**config.mk**
```make
export PLATFORM = sky130hd
export DESIGN_NAME = inv_ack_tracker
export DESIGN_NICKNAME = d
export VERILOG_FILES = /design/src/rtl/inv_ack_pkg.sv /design/src/rtl/iat_count_math.sv /design/src/rtl/iat_classify.sv /design/src/rtl/inv_ack_tracker.sv
export SDC_FILE = /design/constraint.sdc
export NUM_CORES = 1
export LEC_CHECK = 0
export CAP_MARGIN = 0
export CORE_MARGIN = 2
export CORE_UTILIZATION = 47
export DETAILED_ROUTE_END_ITERATION = 10
export PLACE_DENSITY = 0.85
export SETUP_SLACK_MARGIN = 0.05
export SLEW_MARGIN = 20
export SYNTH_ARGS = -nofsm -noshare
export SYNTH_HDL_FRONTEND = slang
export SYNTH_SLANG_ARGS = --single-unit
```
**constraint.sdc**
```tcl
create_clock -name clk -period 1.1 [get_ports clk]
set_clock_uncertainty 0.1 [all_clocks]
set_input_delay 0.165 -clock clk [delete_from_list [all_inputs] [get_ports clk]]
set_output_delay 0.165 -clock clk [all_outputs]
set_load 0.01 [all_outputs]
```
**src/rtl/inv_ack_pkg.sv**
```systemverilog
package inv_ack_pkg;
  typedef enum logic [1:0] {
    KIND_DATA   = 2'd0,
    KIND_INVACK = 2'd1
  } rsp_kind_e;

  typedef enum logic [2:0] {
    EV_NONE      = 3'd0,
    EV_DIR_CLEAR = 3'd1,
    EV_DIR_WAIT  = 3'd2,
    EV_OWNER     = 3'd3,
    EV_ACK       = 3'd4,
    EV_LAST      = 3'd5
  } evt_e;

  typedef enum logic [2:0] {
    ER_NONE     = 3'd0,
    ER_NOREC    = 3'd1,
    ER_DIRTYPE  = 3'd2,
    ER_PEERTYPE = 3'd3,
    ER_RANGE    = 3'd4,
    ER_UNDER    = 3'd5
  } err_e;
endpackage

```
**src/rtl/iat_count_math.sv**
```systemverilog
module iat_count_math #(
  parameter int MAX_SHARERS = 15,
  localparam int ACK_W = $clog2(MAX_SHARERS + 1),
  localparam int CNT_W = ACK_W + 1,
  localparam int SUM_W = CNT_W + 1
) (
  input  logic signed [CNT_W-1:0] count_i,
  input  logic        [ACK_W-1:0] acks_i,
  output logic signed [CNT_W-1:0] sum_o,
  output logic                    sum_zero_o,
  output logic                    sum_bad_o,
  output logic signed [CNT_W-1:0] dec_o,
  output logic                    at_floor_o,
  output logic                    is_one_o
);
  logic signed [SUM_W-1:0] wide_sum;
  logic signed [SUM_W-1:0] limit;

  always_comb begin
    wide_sum   = SUM_W'(count_i) + $signed({2'b00, acks_i});
    limit      = SUM_W'(MAX_SHARERS);
    sum_o      = wide_sum[CNT_W-1:0];
    sum_zero_o = (wide_sum == '0);
    sum_bad_o  = wide_sum[SUM_W-1] || (wide_sum > limit);
    dec_o      = count_i - CNT_W'(1);
    at_floor_o = (SUM_W'(count_i) <= -limit);
    is_one_o   = (count_i == CNT_W'(1));
  end
endmodule

```
**src/rtl/iat_classify.sv**
```systemverilog
module iat_classify
  import inv_ack_pkg::*;
(
  input  logic       valid_i,
  input  logic       alloc_i,
  input  logic       present_i,
  input  logic       from_dir_i,
  input  logic [1:0] kind_i,
  input  logic       sum_zero_i,
  input  logic       sum_bad_i,
  input  logic       at_floor_i,
  input  logic       is_one_i,
  output evt_e       evt_o,
  output err_e       err_o
);
  always_comb begin
    evt_o = EV_NONE;
    err_o = ER_NONE;
    if (valid_i) begin
      if (!present_i || alloc_i) begin
        err_o = ER_NOREC;
      end else if (from_dir_i) begin
        if (kind_i != KIND_DATA)  err_o = ER_DIRTYPE;
        else if (sum_bad_i)       err_o = ER_RANGE;
        else if (sum_zero_i)      evt_o = EV_DIR_CLEAR;
        else                      evt_o = EV_DIR_WAIT;
      end else begin
        if (kind_i == KIND_DATA)        evt_o = EV_OWNER;
        else if (kind_i == KIND_INVACK) begin
          if (is_one_i)        evt_o = EV_LAST;
          else if (at_floor_i) err_o = ER_UNDER;
          else                 evt_o = EV_ACK;
        end else                        err_o = ER_PEERTYPE;
      end
    end
  end
endmodule

```
**src/rtl/inv_ack_tracker.sv**
```systemverilog
module inv_ack_tracker
  import inv_ack_pkg::*;
#(
  parameter int MAX_SHARERS = 15,
  localparam int ACK_W = $clog2(MAX_SHARERS + 1),
  localparam int CNT_W = ACK_W + 1
) (
  input  logic                    clk,
  input  logic                    rst_n,
  input  logic                    alloc_i,
  input  logic                    rsp_valid_i,
  input  logic                    rsp_from_dir_i,
  input  logic [1:0]              rsp_kind_i,
  input  logic [ACK_W-1:0]        rsp_acks_i,
  input  logic                    rec_present_i,
  input  logic signed [CNT_W-1:0] rec_count_i,
  output logic [2:0]              evt_o,
  output logic [2:0]              err_o,
  output logic                    cnt_we_o,
  output logic signed [CNT_W-1:0] cnt_new_o
);
  logic signed [CNT_W-1:0] sum, dec;
  logic sum_zero, sum_bad, at_floor, is_one;
  evt_e evt_d;
  err_e err_d;
  logic we_d;
  logic signed [CNT_W-1:0] new_d;
  logic live_q;

  iat_count_math #(.MAX_SHARERS(MAX_SHARERS)) u_math (
    .count_i(rec_count_i), .acks_i(rsp_acks_i), .sum_o(sum),
    .sum_zero_o(sum_zero), .sum_bad_o(sum_bad), .dec_o(dec),
    .at_floor_o(at_floor), .is_one_o(is_one)
  );

  iat_classify u_cls (
    .valid_i(rsp_valid_i), .alloc_i(alloc_i), .present_i(rec_present_i),
    .from_dir_i(rsp_from_dir_i), .kind_i(rsp_kind_i),
    .sum_zero_i(sum_zero), .sum_bad_i(sum_bad), .at_floor_i(at_floor),
    .is_one_i(is_one), .evt_o(evt_d), .err_o(err_d)
  );

  // Counter write-back selection.
  always_comb begin
    we_d  = 1'b0;
    new_d = '0;
    if (alloc_i) begin
      we_d = 1'b1;
    end else begin
      unique case (evt_d)
        EV_DIR_CLEAR, EV_LAST: we_d = 1'b1;
        EV_DIR_WAIT: begin we_d = 1'b1; new_d = sum; end
        EV_ACK:      begin we_d = 1'b1; new_d = dec; end
        default: ;
      endcase
    end
  end

  always_ff @(posedge clk or negedge rst_n) begin
    if (!rst_n) begin
      evt_o     <= '0;
      err_o     <= '0;
      cnt_we_o  <= 1'b0;
      cnt_new_o <= '0;
      live_q    <= 1'b0;
    end else begin
      evt_o     <= evt_d;
      err_o     <= err_d;
      cnt_we_o  <= we_d;
      cnt_new_o <= new_d;
      live_q    <= 1'b1;
    end
  end

  // allocation clears the counter on the next cycle
  assert_alloc_clear_R1: assert property (@(posedge clk) disable iff (!rst_n)
    live_q && $past(alloc_i) |-> cnt_we_o && cnt_new_o == '0 && evt_o == 3'd0);

  // a final ack always leaves the counter at zero
  assert_last_zero_R3: assert property (@(posedge clk) disable iff (!rst_n)
    evt_o == 3'd5 |-> cnt_we_o && cnt_new_o == '0);

  // a pending-acks directory reply stores a positive count
  assert_wait_positive_R5: assert property (@(posedge clk) disable iff (!rst_n)
    evt_o == 3'd2 |-> cnt_we_o && cnt_new_o > 0);

  // an error never produces an event or a counter write
  assert_error_quiet_R6: assert property (@(posedge clk) disable iff (!rst_n)
    err_o != 3'd0 && !(live_q && $past(alloc_i)) |-> evt_o == 3'd0 && !cnt_we_o);

  // a response without a record is flagged
  assert_norec_R9: assert property (@(posedge clk) disable iff (!rst_n)
    live_q && $past(rsp_valid_i && !rec_present_i) |-> err_o == 3'd1);

  // idle input yields idle output
  assert_idle_R11: assert property (@(posedge clk) disable iff (!rst_n)
    live_q && $past(!rsp_valid_i && !alloc_i) |-> evt_o == 3'd0 && err_o == 3'd0 && !cnt_we_o);
endmodule

```
==> results of run 1 <==
==> synth_stat cells, drive strengths merged <==
cell type  number
a211oi          3
a21o            3
a21oi           7
a31oi           2
a32o            1
and2            1
and2b           1
clkbuf          1
dfrtp          12
fa              1
ha              6
inv             5
nand2           3
nand2b          2
nand3b          3
nand4b          1
nor2            8
nor2b           2
nor3            1
nor3b           1
nor4            1
nor4b           1
o211a           1
o21ai           2
o22ai           2
o2bb2ai         1
o31a            1
o32ai           1
or2             1
or3             1
or3b            1
xnor2           2
xor2            3
==> stage by stage <==
stage | cells | cell area (um2)
after global placement | 154 | 1355
after floorplan | 82 | 847.1
after detailed placement | 154 | 1355
after CTS | 165 | 1533
==> cells by family after synthesis <==
group / Yosys count / synth area share
buf+inv: 6 / 0.02748
flops: 12 / 0.3664
simple gates: 28 / 0.2321
fa+ha+maj: 7 / 0.1160
compound gates: 24 / 0.2046
xor+xnor: 5 / 0.05344
==> repair_timing <==
item / in CTS
cloned: 0
endpoints found under the setup margin: 23
buffers inserted: 7
endpoints found under the hold margin: 0
pin swaps: 20
resized for setup: 108
==> metrics.md, run 1 <==
| Metric | Value |
|---|---|
| Outcome | aborted with a tool error |
| Fail Step | global routing (5_1_grt) |
| Error | [ERROR DPL-0033] detailed placement checks failed during check placement. |
| #FFs+latches synth | 12 |
| Die Ht | 45.76 um |
| Syn Nets | 106 |
| Mapped cell area | 819.5 um2 |
| Post-synth top area share | 0.3664 |
| Mean Syn Cell Area | 9.994 um2 |
| Yosys top cell by area | dfrtp_1 |
| Clk buf depth | 2 |
| CTS Buf Count | 3 |
| RD Place Congestion | 0.8650 |
| Initial antenna violation count | 0 |
| Place WS | -1.446 ns |
| Starting Density | 0.4852 |
| # hold bufs at CTS | 0 |
| Worst endpoint type | register input |
| Post-DP HPWL | 1958 um |
| H-tree depth | 1 |
| Largest net degree at the start of global routing | 13 |
| Io pins | 29 |
| Sink Count | 12 |
| Row cnt | 15 |
| Post-synth cell types | 37 |
| Seq/Total Area, Yosys | 0.3664 |
| Ys Warns | 0 |
| GR repair worst EP | cnt_new_o[2]$_DFF_PN0_/D |
| Die width | 45.76 um |
| IO Port Bufs | 28 |
| Synth Instances | 82 |
| Clk Tree Root Cell | clkbuf_4 |
| Area contributors post-synth | dfrtp_1 (37%), ha_1 (9.2%), a21oi_1 (4.3%), nor2_1 (3.7%), xor2_1 (3.2%) |
==> inputs of run 2 (changes only) <==
--- a/config.mk
+++ b/config.mk
@@ -6,11 +6,10 @@
 export NUM_CORES = 1
 export LEC_CHECK = 0
 export CAP_MARGIN = 0
-export CORE_MARGIN = 2
-export CORE_UTILIZATION = 47
+export CORE_AREA = 2 2 63 65
 export DETAILED_ROUTE_END_ITERATION = 10
-export PLACE_DENSITY = 0.85
-export SETUP_SLACK_MARGIN = 0.05
+export DIE_AREA = 0 0 65 67
+export PLACE_DENSITY_LB_ADDON = 0.15
 export SLEW_MARGIN = 20
 export SYNTH_ARGS = -nofsm -noshare
 export SYNTH_HDL_FRONTEND = slang
==> run 2 against run 1 <==
Net effect:
- the flow now finishes, with violations (negative setup slack)
- synthesized cell count unchanged
- synthesized area unchanged
==> metrics.md, run 2 <==
| Metric | Value |
|---|---|
| Outcome | finished, violations left |
| Failing checks | negative setup slack |
| RD Place Congestion | 0.7896 (-8.7%) |
| Vias per inst | 4.435 |
| Maxcap violations | 0 |
| Slew HR | 0.7841 |
| Layout net count | 171 |
| H-tree depth | 1 (unchanged) |
| CTS tree | built |
| Largest regs | cnt_new_o: 5 flops, err_o: 3 flops, evt_o: 3 flops |
| Gr usage total | 0.1165 |
| Vias in the first global route | 911 |
| Final hold vios | 0 |
| Mean Syn Cell Area | 9.994 um2 (unchanged) |
| Top_reg_cell synth | dfrtp_1 |
| Commonest non-fill, non-tap cells in the layout | buf_4 (29), dfrtp_1 (12), clkbuf_2 (12), nor2_1 (6), dlygate4sd2_1 (6) |
| Placed Cells | 184 (+19%) |
| Area Overhead vs Synth | 95.73% |
| Die width | 65 um (+42%) |
| Largest reg by FF count | cnt_new_o |
| Synth Area in Adders | 0.1160 (unchanged) |
| Clk Tree Root Cell | clkbuf_8 |
| # setup viols final | 11 |
| Area contributors post-synth | dfrtp_1 (37%), ha_1 (9.2%), a21oi_1 (4.3%), nor2_1 (3.7%), xor2_1 (3.2%) |
| Yosys top cell by area | dfrtp_1 |
| Gr ovfl total | 0 |
| Post-synth top area share | 0.3664 (unchanged) |
| Pleak | 0.7192 nW |
| Worst ir drop on vdd | 0.0002649 V |
| Achievable Freq | 0.5662 GHz |
| CTS Buf Count | 3 (unchanged) |
| Fin. max-slew vios | 0 |
| Row cnt | 22 (+7) |
| Setup CP Type | input pin to flip-flop |
| Fin cells | 193 |
| Worst hold slack | 0.1289 ns |
| Iter 0 DRT Violations | 52 |
| Ys Warns | 0 (unchanged) |
| Die Ht | 67 um (+46%) |
| Synth Instances | 82 (unchanged) |
| Antenna Nets Post-Route | 0 |
| Drt total wl | 2358 um |
| CP endpoint kind | flip-flop |
| Core Area | 0.003606 mm2 |
| Fin Setup TNS | -5.187 ns |
| Syn Nets | 106 (unchanged) |
| Post-layout util | 0.4448 |
| Sink Count | 12 (unchanged) |
| Max FO, Critical Path | 4 |
| Period Utilization, post-route | 1.606 |
| Drt first pass iters | 4 |
| Ratio of cells with drive above 1 in the final layout | 0.6069 |
| Worst-Margin Slew | 0.3231 ns |
| Mapped cell area | 819.5 um2 (unchanged) |
| Tightest Hold Check Type | input pin to async pin |
| Largest net degree at the start of global routing | 13 |
| Most common cell after layout, fill and taps aside | buf_4 |
| Mux cell area share after synthesis | 0 (unchanged) |
| Share of flip-flops with an asynchronous set or reset | 1.000 (unchanged) |
| Starting Density | 0.2273 (-0.2579) |
| XOR/XNOR Fraction of Synth Area | 0.05344 (unchanged) |
| Post-synth cell types | 37 (unchanged) |
| First-pass GRT wire length | 3898 um |
| Simple-gate portion of the synthesized area | 0.2321 (unchanged) |
| Power Density | 817.1 mW/mm2 |
| Leading cell type by number of instances after synthesis | dfrtp_1 |
| Clk buf depth | 2 (unchanged) |
| # diodes | 0 |
| Post-layout min period | 1.766 ns |
| Drt drc | 0 |
| Worst path required time | 1.15 ns |
| Final setup margin | -0.6661 ns |
| IO Port Bufs | 28 (unchanged) |
| Post-synth EDFFs | 0 (unchanged) |
| Main combinational cell family by area after synthesis | simple AND/OR/NAND/NOR gates |
| Initial antenna violation count | 0 |
| Die area | 0.004355 mm2 |
| Via Count | 856 |
| Post-DP HPWL | 1819 um (-7.1%) |
| Clk slew on worst S/H paths | 0.05 ns |
| Largest register FFs | 5 |
| RSZ-0062 raised after global routing | yes |
| Seq/Total Area, Yosys | 0.3664 (unchanged) |
| Place WS | -1.432 ns (+0.01401 ns) |
| #FFs+latches synth | 12 (unchanged) |
| Io pins | 29 (unchanged) |
| WL per Instance | 12.22 um |
| Synth top cells by count | dfrtp_1 (12), nor2_1 (8), a21oi_1 (7) |
| Arrival @ worst endpoint | 1.81 ns |
| CP Launch Type | input pin |
| Compound-Gate Fraction of Synth Area | 0.2046 (unchanged) |
==> run 2: what timing repair did <==
item	in CTS	in global routing
hold buffers	0	0
pin swaps	18	8
gates resized for setup	78	27
buffers inserted	4	2
setup endpoints to repair	23	21
==> run 2: layout make-up <==
class | count | area, um2
repair buffers | 61 | 471.7
multi-input cells | 64 | 711.9
fillers | 347 | 2002
inverters | 5 | 18.77
clock buffers | 3 | 41.29
well taps | 48 | 60.06
flip-flops and latches | 12 | 300.3
==> run 2: path summary, 6_finish.rpt <==
path,slack (ns),end,cells past startpoint,startpoint
setup / recovery,-0.67,evt_o[1],9,rec_count_i[0]
hold / removal,0.13,cnt_new_o[4],2,rst_n
max in group asynchronous,0.63,err_o[1],2,rst_n
min in group clk,0.14,cnt_new_o[0],3,rec_count_i[0]
==> run 2: cells by family after synthesis <==
group,Yosys count
xor+xnor,5
flops,12
buf+inv,6
simple gates,28
compound gates,24
fa+ha+maj,7
==> run 2: worst max-delay path, cell delays in order <==
cell and delay [ns]:
buf_8 0.08, ha_4 0.13, inv_2 0.03, fa_2 0.33, and2b_1 0.21, o21ai_2 0.06, or3b_4 0.40, a32o_1 0.24
a211oi_2 0.17
==> run 2: metrics by stage <==
stage                     area [um2]  power, mW
after floorplan                847.1     0.6238
after global placement          1386     0.8445
after detailed placement        1386     0.8466
after CTS                       1565      1.279
after global routing            1604      1.402
final                           1604      1.311
==> run 2: power by group <==
part           switching (mW)  internal, mW  total (mW)
Combinational           0.223         0.264       0.488
Sequential            0.00198         0.451       0.453
Clock                   0.131         0.239       0.370
Total                   0.356         0.954        1.31
==> run 2: metal layers <==
layer  wire length (um)  vias to the layer above  track usage
li1                   -                      425            -
met1                970                      415       0.1264
met2               1299                       14       0.2216
met3                 69                        2      0.01520
met4                 19                        0      0.05585
met5                  0                        -            0
(Power assumes the default switching activity.)
